**src/rtl/prbs_err_gen.sv**
```systemverilog
module prbs_err_gen #(
  parameter int W   = 32,
  parameter int RUN = 14,
  parameter int RW  = 3,
  parameter int CW  = 24
) (
  input  logic          clk,
  input  logic          rst_n,
  input  logic          clk_en,
  input  logic [W-1:0]  tap_mask,
  input  logic [W-1:0]  seed,
  input  logic          load,
  input  logic          zsup_en,
  input  logic          inv_en,
  input  logic          err_single,
  input  logic [RW-1:0] rate_code,
  output logic          dout
);
  localparam int NCODE = (1 << RW) - 1;

  logic [W-1:0]  sr, top, la;
  logic [CW-1:0] cnt;
  logic          load_q, single_q, err_pend;
  logic          raw, fb, zs_ok, force_one, fire, apply, ld_edge, single_edge;

  always_comb begin
    top = '0;
    for (int i = 0; i < W; i++)
      if (tap_mask[i]) begin
        top    = '0;
        top[i] = 1'b1;
      end
  end

  assign la          = (top - 1'b1) & ~((top >> RUN) - 1'b1);
  assign zs_ok       = |(top >> RUN);
  assign raw         = |(sr & top);
  assign fb          = ^(sr & tap_mask);
  assign force_one   = zsup_en & zs_ok & ~raw & ~|(sr & la);
  assign fire        = clk_en & (rate_code != '0) & (cnt == '0);
  assign apply       = clk_en & (err_pend | fire) & ~force_one;
  assign ld_edge     = load & ~load_q;
  assign single_edge = err_single & ~single_q;

  function automatic logic [CW-1:0] reload(input logic [RW-1:0] code);
    logic [CW-1:0] p;
    p = 1;
    for (int i = 0; i < NCODE; i++)
      if (i < int'(code)) p = p * 10;
    return p - 1'b1;
  endfunction

  always_ff @(posedge clk) begin
    if (!rst_n) begin
      sr       <= '1;
      dout     <= 1'b0;
      load_q   <= 1'b0;
      single_q <= 1'b0;
      err_pend <= 1'b0;
      cnt      <= '0;
    end else begin
      load_q   <= load;
      single_q <= err_single;
      if (ld_edge)     sr <= seed;
      else if (clk_en) sr <= {sr[W-2:0], fb};
      if (clk_en) dout <= raw ^ force_one ^ apply ^ inv_en;
      err_pend <= single_edge | ((err_pend | fire) & ~apply);
      if (rate_code == '0) cnt <= '0;
      else if (clk_en)     cnt <= (cnt == '0) ? reload(rate_code) : cnt - 1'b1;
    end
  end
endmodule

```
**config.mk**
```make
export PLATFORM = sky130hd
export DESIGN_NAME = prbs_err_gen
export DESIGN_NICKNAME = d
export VERILOG_FILES = /design/src/rtl/prbs_err_gen.sv
export SDC_FILE = /design/constraint.sdc
export NUM_CORES = 1
export LEC_CHECK = 0
export BUFFER_PORTS_ARGS = -buffer_cell sky130_fd_sc_hd__buf_2
export CAP_MARGIN = 15
export CORE_MARGIN = 2
export CORE_UTILIZATION = 40
export CTS_CLUSTER_DIAMETER = 40
export CTS_CLUSTER_SIZE = 40
export DETAILED_ROUTE_END_ITERATION = 12
export PLACE_DENSITY = 0.66
export SYNTH_ARGS = -nofsm -noshare
export SYNTH_HDL_FRONTEND = slang
export SYNTH_SLANG_ARGS = --single-unit
```
**constraint.sdc**
```tcl
create_clock -name clk -period 16.1 [get_ports clk]
set_input_delay 3.22 -clock clk [delete_from_list [all_inputs] [get_ports clk]]
set_output_delay 3.22 -clock clk [all_outputs]
set_load 0.05 [all_outputs]
```
# Yosys cells after proc, flatten, opt, wreduce, memory -nomap -nowiden
# Index checks and enable logic that the tools add are counted.
[totals]
reg_bits = 60
latch_bits = 0
mem_bits_rw = 0
mem_bits_ro = 0
output_inout_bits = 1
wordCells = 122
mem_count = 0
[classes]
addsub = 4
multipliers = 6
n_div = 0
magnitude_cmp = 7
n_eq_ne = 0
shift = 0
n_mux = 63
n_bitwise = 26
reduce_logical = 10
[op_table]
columns = ["cell", "count"]
rows = [
  ["$mux W32", 31],
  ["$mux W24", 28],
  ["$mul A24 B3 Y23 const B", 6],
  ["$and A32 B32 Y32", 4],
  ["$reduce_or A32 Y1", 2],
  ["$sub A24 B1 Y24 const B", 2],
  ["$not A32 Y32", 1],
  ["$reduce_xor A32 Y1", 1],
  ["$sub A32 B1 Y32 const B", 1],
  ["$logic_not A24 Y1", 1],
  ["$sub A18 B1 Y19 const B", 1],
  ["$reduce_or A18 Y1", 1],
  ["$and A1 B1 Y1", 10],
  ["$lt A3 B3 Y1 const A", 3],
  ["$lt A1 B3 Y1 const A", 2],
  ["$lt A2 B3 Y1 const A", 2],
  ["$not A1 Y1", 6],
  ["$mux W4", 1],
  ["$logic_not A3 Y1", 1],
  ["$mux W3", 1],
  ["$reduce_bool A3 Y1", 1],
  ["$xor A1 B1 Y1", 3],
  ["$mux W2", 1],
  ["$or A1 B1 Y1", 2],
  ["4 further kinds", 4],
]

# Longest topological paths before layout
[depth]
word_depth = 44
ltp_mapped = 36
mapped_depth_nobuf = 33

# Worst setup path before layout
# Ideal clock, no wire load.
[synth_timing]
path_type = "input-to-reg"
startpoint = "in rate_code[1]"
endpoint = "reg cnt[21]"
setup_time_ns = 0.086
arrival_time_ns = 9.756
setup_slack_ns = 6.259
stages = 34
cell_sequence = "buf_2 -> clkbuf_1 -> a21oi_1 -> clkbuf_1 -> inv_1 -> ha_1 -> nand2_1 -> o21ai_0 -> ha_1 -> ha_1 -> a32oi_1 -> nand2_1 -> nor2_1 -> xnor2_1 -> nor2_1 -> a211oi_1 -> ha_1 -> ha_1 -> or2_2 -> a21o_1 -> o41ai_1 -> xor2_1 -> a21oi_1 -> ha_1 -> ha_1 -> ha_1 -> nand4_1 -> o21ai_0 -> o41ai_1 -> a221oi_1 -> nand4_1 -> clkbuf_1 -> o31a_1 -> a211oi_1"
[synth_between]
elab_chain_cells = 37
elab_cells_between_ends = 45
cone_classes = "1 x add/sub; 6 x mul; 7 x order compare; 29 x mux; 2 x reduce/logical"
[synth_rtl]
columns = ["item", "line_no", "text"]
rows = [
  ["start, declared", "16", "input logic [RW-1:0] rate_code,"],
  ["$lt A1 B3 Y1", "49", "if (i < int'(code)) p = p * 10;"],
  ["$mux W4", "49", ""],
  ["$mux W24", "69", "else if (clk_en) cnt <= (cnt == '0) ? reload(rate_code) : cnt - 1'b1;"],
  ["$mux W24", "68", "if (rate_code == '0) cnt <= '0;"],
  ["$mux W24", "54", "if (!rst_n) begin"],
  ["$mul A24 B3 Y23", "49", ""],
  ["$mux W24", "49", ""],
  ["$mux W24", "69", ""],
  ["(+21 left out)", "n/a", ""],
  ["$mux W24", "54", ""],
  ["$mul A24 B3 Y23", "49", ""],
  ["$mux W24", "49", ""],
  ["$mux W24", "69", ""],
  ["$mux W24", "68", ""],
  ["$mux W24", "54", ""],
  ["$sub A24 B1 Y24", "50", "return p - 1'b1;"],
  ["$mux W24", "69", ""],
  ["end signal, assigned", "69", ""],
  ["end, declared", "22", "logic [CW-1:0] cnt;"],
]
# Several ways; a longest one is shown, not always the timed one. The select of a mux whose other input is x is not followed.
# A chain may end at the register's enable or synchronous reset.

# Worst setup path after layout
[layout_timing]
startpoint = "in rate_code[0]"
endpoint = "reg cnt[19]"
# The elaborated chain is that of the path after synthesis.

==> metrics.txt <==
placed insts=1377; area delta synth->final=10.8%; Worst Path Max Fanout=34; final worst path period share=65.2%; wire length per cell=17.0 µm; most frequent cells in the layout=nand2_1 (153), nor2_1 (93), ha_1 (90); xor/xnor share of the synthesized area=6.73%; Initial Util=40.4%; Worst Tran Pin Value=1080 ps; DRT Wirelength=23700 µm; clk buf depth=2; largest net degree at the start of global routing=64; Synth Area in Simple Gates=28.1%; EDFF count, synth=0; fraction of registers with async set/reset=0%; highest attainable clock frequency=95.2 MHz; status=complete, no violations; Primary FF master, synth=dfxtp_1; RSZ-0062 raised after global routing=no; GRT Overall Usage=22.8%; setup TNS=0 ps; Hold Path Class=reg -> reg; Cell Count, Final, Fillers Out=1394; Mapped Cells=1080; Syn Std Cell Area=0.00781 mm²; Final Wtd Congestion=0.979; CTS tree=built; Syn. warnings=0; hold buffer count at CTS=0; DRT iter0 DRCs=768; Worst path max stage delay=620 ps; vias in the first global route=7652; Die Y=144 µm; MaxCap Viol Count=0; Yosys reg bits=60; CTS H-tree depth=3; post-route ant nets=0; Cell variety after synth=79; crit path time final=10500 ps; Worst Path Required=16360 ps; share of the yosys chip area belonging to registers=15.4%; share of cells above drive strength 1=11.0%; fin nets=1290; critical path class=in -> reg; Leakage=3.77 nW; post-DR vias/cell=5.93; adder-cell share of the synthesized area=15.2%; filler cell count=1991; largest family of logic cells by synthesized area=simple AND/OR/NAND/NOR gates; DPL Wire Length=18500 µm; via count=8269; antenna violations before repair=2; cell mode on critical path=ha_1; Fin. Hold Viols=0; slowest CP cell=or4_1; Crit. End Element=flip-flop; clock root buffer=clkbuf_16; Worst Skew=8.14 ps; Die Wd=144 µm; Critical Path AT=10760 ps; # DRC=0; commonest non-fill, non-tap cell in the layout=nand2_1; Peak VDD IR=0.0590 mV; Ports=75; grt total ovfl=0; Sink Count=60; Syn Area/Cell=7.23 µm²; CTS clk-pin slew, worst paths=60 ps; Core Region=0.0193 mm²; Num CTS Buffers=9; clk_lat worst skew=330 ps; Final setup viols=0; PD cells=110 mW/mm²; Post-CTS Resized=0; drt first pass iters=6; Rows=51; compound-gate portion of the synthesized area=25.1%; post-synthesis mux area share=4.87%; startpoint types=primary input; first-pass GRT wire length=38100 µm; Setup Fix Bufs, Post-CTS=0; die area=0.0207 mm²; Port Buffers=74; Pins Over Slew Limit=0; relative slew slack=28.2%
==> critical path: cells and delay by family <==
kind	cells	cell delay (ps)
adder cells (fa/ha/maj)	8	2090
XOR/XNOR	2	360
buffers and inverters	3	1060
AO/OA/AOI/OAI	9	1850
AND/OR/NAND/NOR	9	2150
==> kinds of logic (layout without fill, tap and decap cells) <==
group,Yosys count,count (layout)
other,1,7
buffers and inverters,87,130
DFF,60,60
muxes,38,38
xor gates and xnor gates,60,60
AOI/OAI and AO/OA,291,291
adders and majority gates,93,93
and+or+nand+nor,450,450
==> cell usage after synthesis, drive strengths merged (17+ instances only) <==
cell | number | area (µm²)
nor4 | 22 | 144
xor2 | 19 | 166
o21ai | 76 | 380
dfxtp | 60 | 1200
o31ai | 17 | 128
nor2b | 17 | 106
xnor2 | 41 | 359
clkbuf | 38 | 143
ha | 90 | 1130
nor3 | 43 | 220
nand3 | 28 | 140
nor2 | 93 | 349
mux2i | 38 | 380
inv | 31 | 116
nand2 | 153 | 574
a211oi | 17 | 128
a21oi | 59 | 295
==> per-stage QoR <==
step / setup slack, ps / total power, W / hold WS, ps / instance area [µm²] / util (%)
finish: 5600 / 0.000953 / 479 / 8660 / 44.8
global placement: 5680 / 0.000746 / 455 / 8350 / 43.2
detailed placement: 5430 / 0.000750 / 464 / 8350 / 43.2
floorplan: 6260 / 0.000629 / 443 / 7830 / -
CTS: 5730 / 0.000950 / 475 / 8650 / 44.8
global route: 5120 / 0.00103 / 520 / 8660 / 44.8
==> per-layer routing <==
layer  global-route usage (%)  part of all wire, %  wire, µm  vias to the layer above
li1                         -                    -         -                     4071
met1                     29.8                   44     10400                     3831
met2                     38.6                   47     11100                      315
met3                     2.67                  6.2      1470                       52
met4                     8.20                  3.0       711                        0
met5                        0                    0         0                        -
==> final timing paths <==
| check | from | end | slack (ps) | cells after the start |
|---|---|---|---|---|
| setup / recovery | rate_code[0] | cnt[19] | 5600 | 31 |
| hold / removal | cnt[22] | cnt[22] | 480 | 2 |
| setup reg to reg | cnt[3] | cnt[20] | 12600 | 12 |
| hold reg to reg | cnt[22] | cnt[22] | 480 | 2 |
==> power by group <==
group / switching, W / internal [W] / total [W]
Combinational: 0.000335 / 0.000211 / 0.000546
Sequential: 0.0000334 / 0.000178 / 0.000212
Clock: 0.0000748 / 0.000121 / 0.000195
==> sequential cells by signal, summed over array words and instances, names as in the netlist <==
signal / flops
single_q: 1
err_pend: 1
load_q: 1
sr: 32
dout: 1
cnt: 24
==> layout make-up <==
type                    count  area, µm²  share of cell area, %
multi-input cells         938       6280                   72.5
flip-flops and latches     60       1200                   13.9
repair buffers             80        415                   4.80
well taps                 265        332                   3.83
clock buffers               9        225                   2.60
inverters                  34        128                   1.47
clock inverters             7       73.8                  0.853
diodes                      1       2.50                 0.0289
Power figures use the tool's default switching activity.
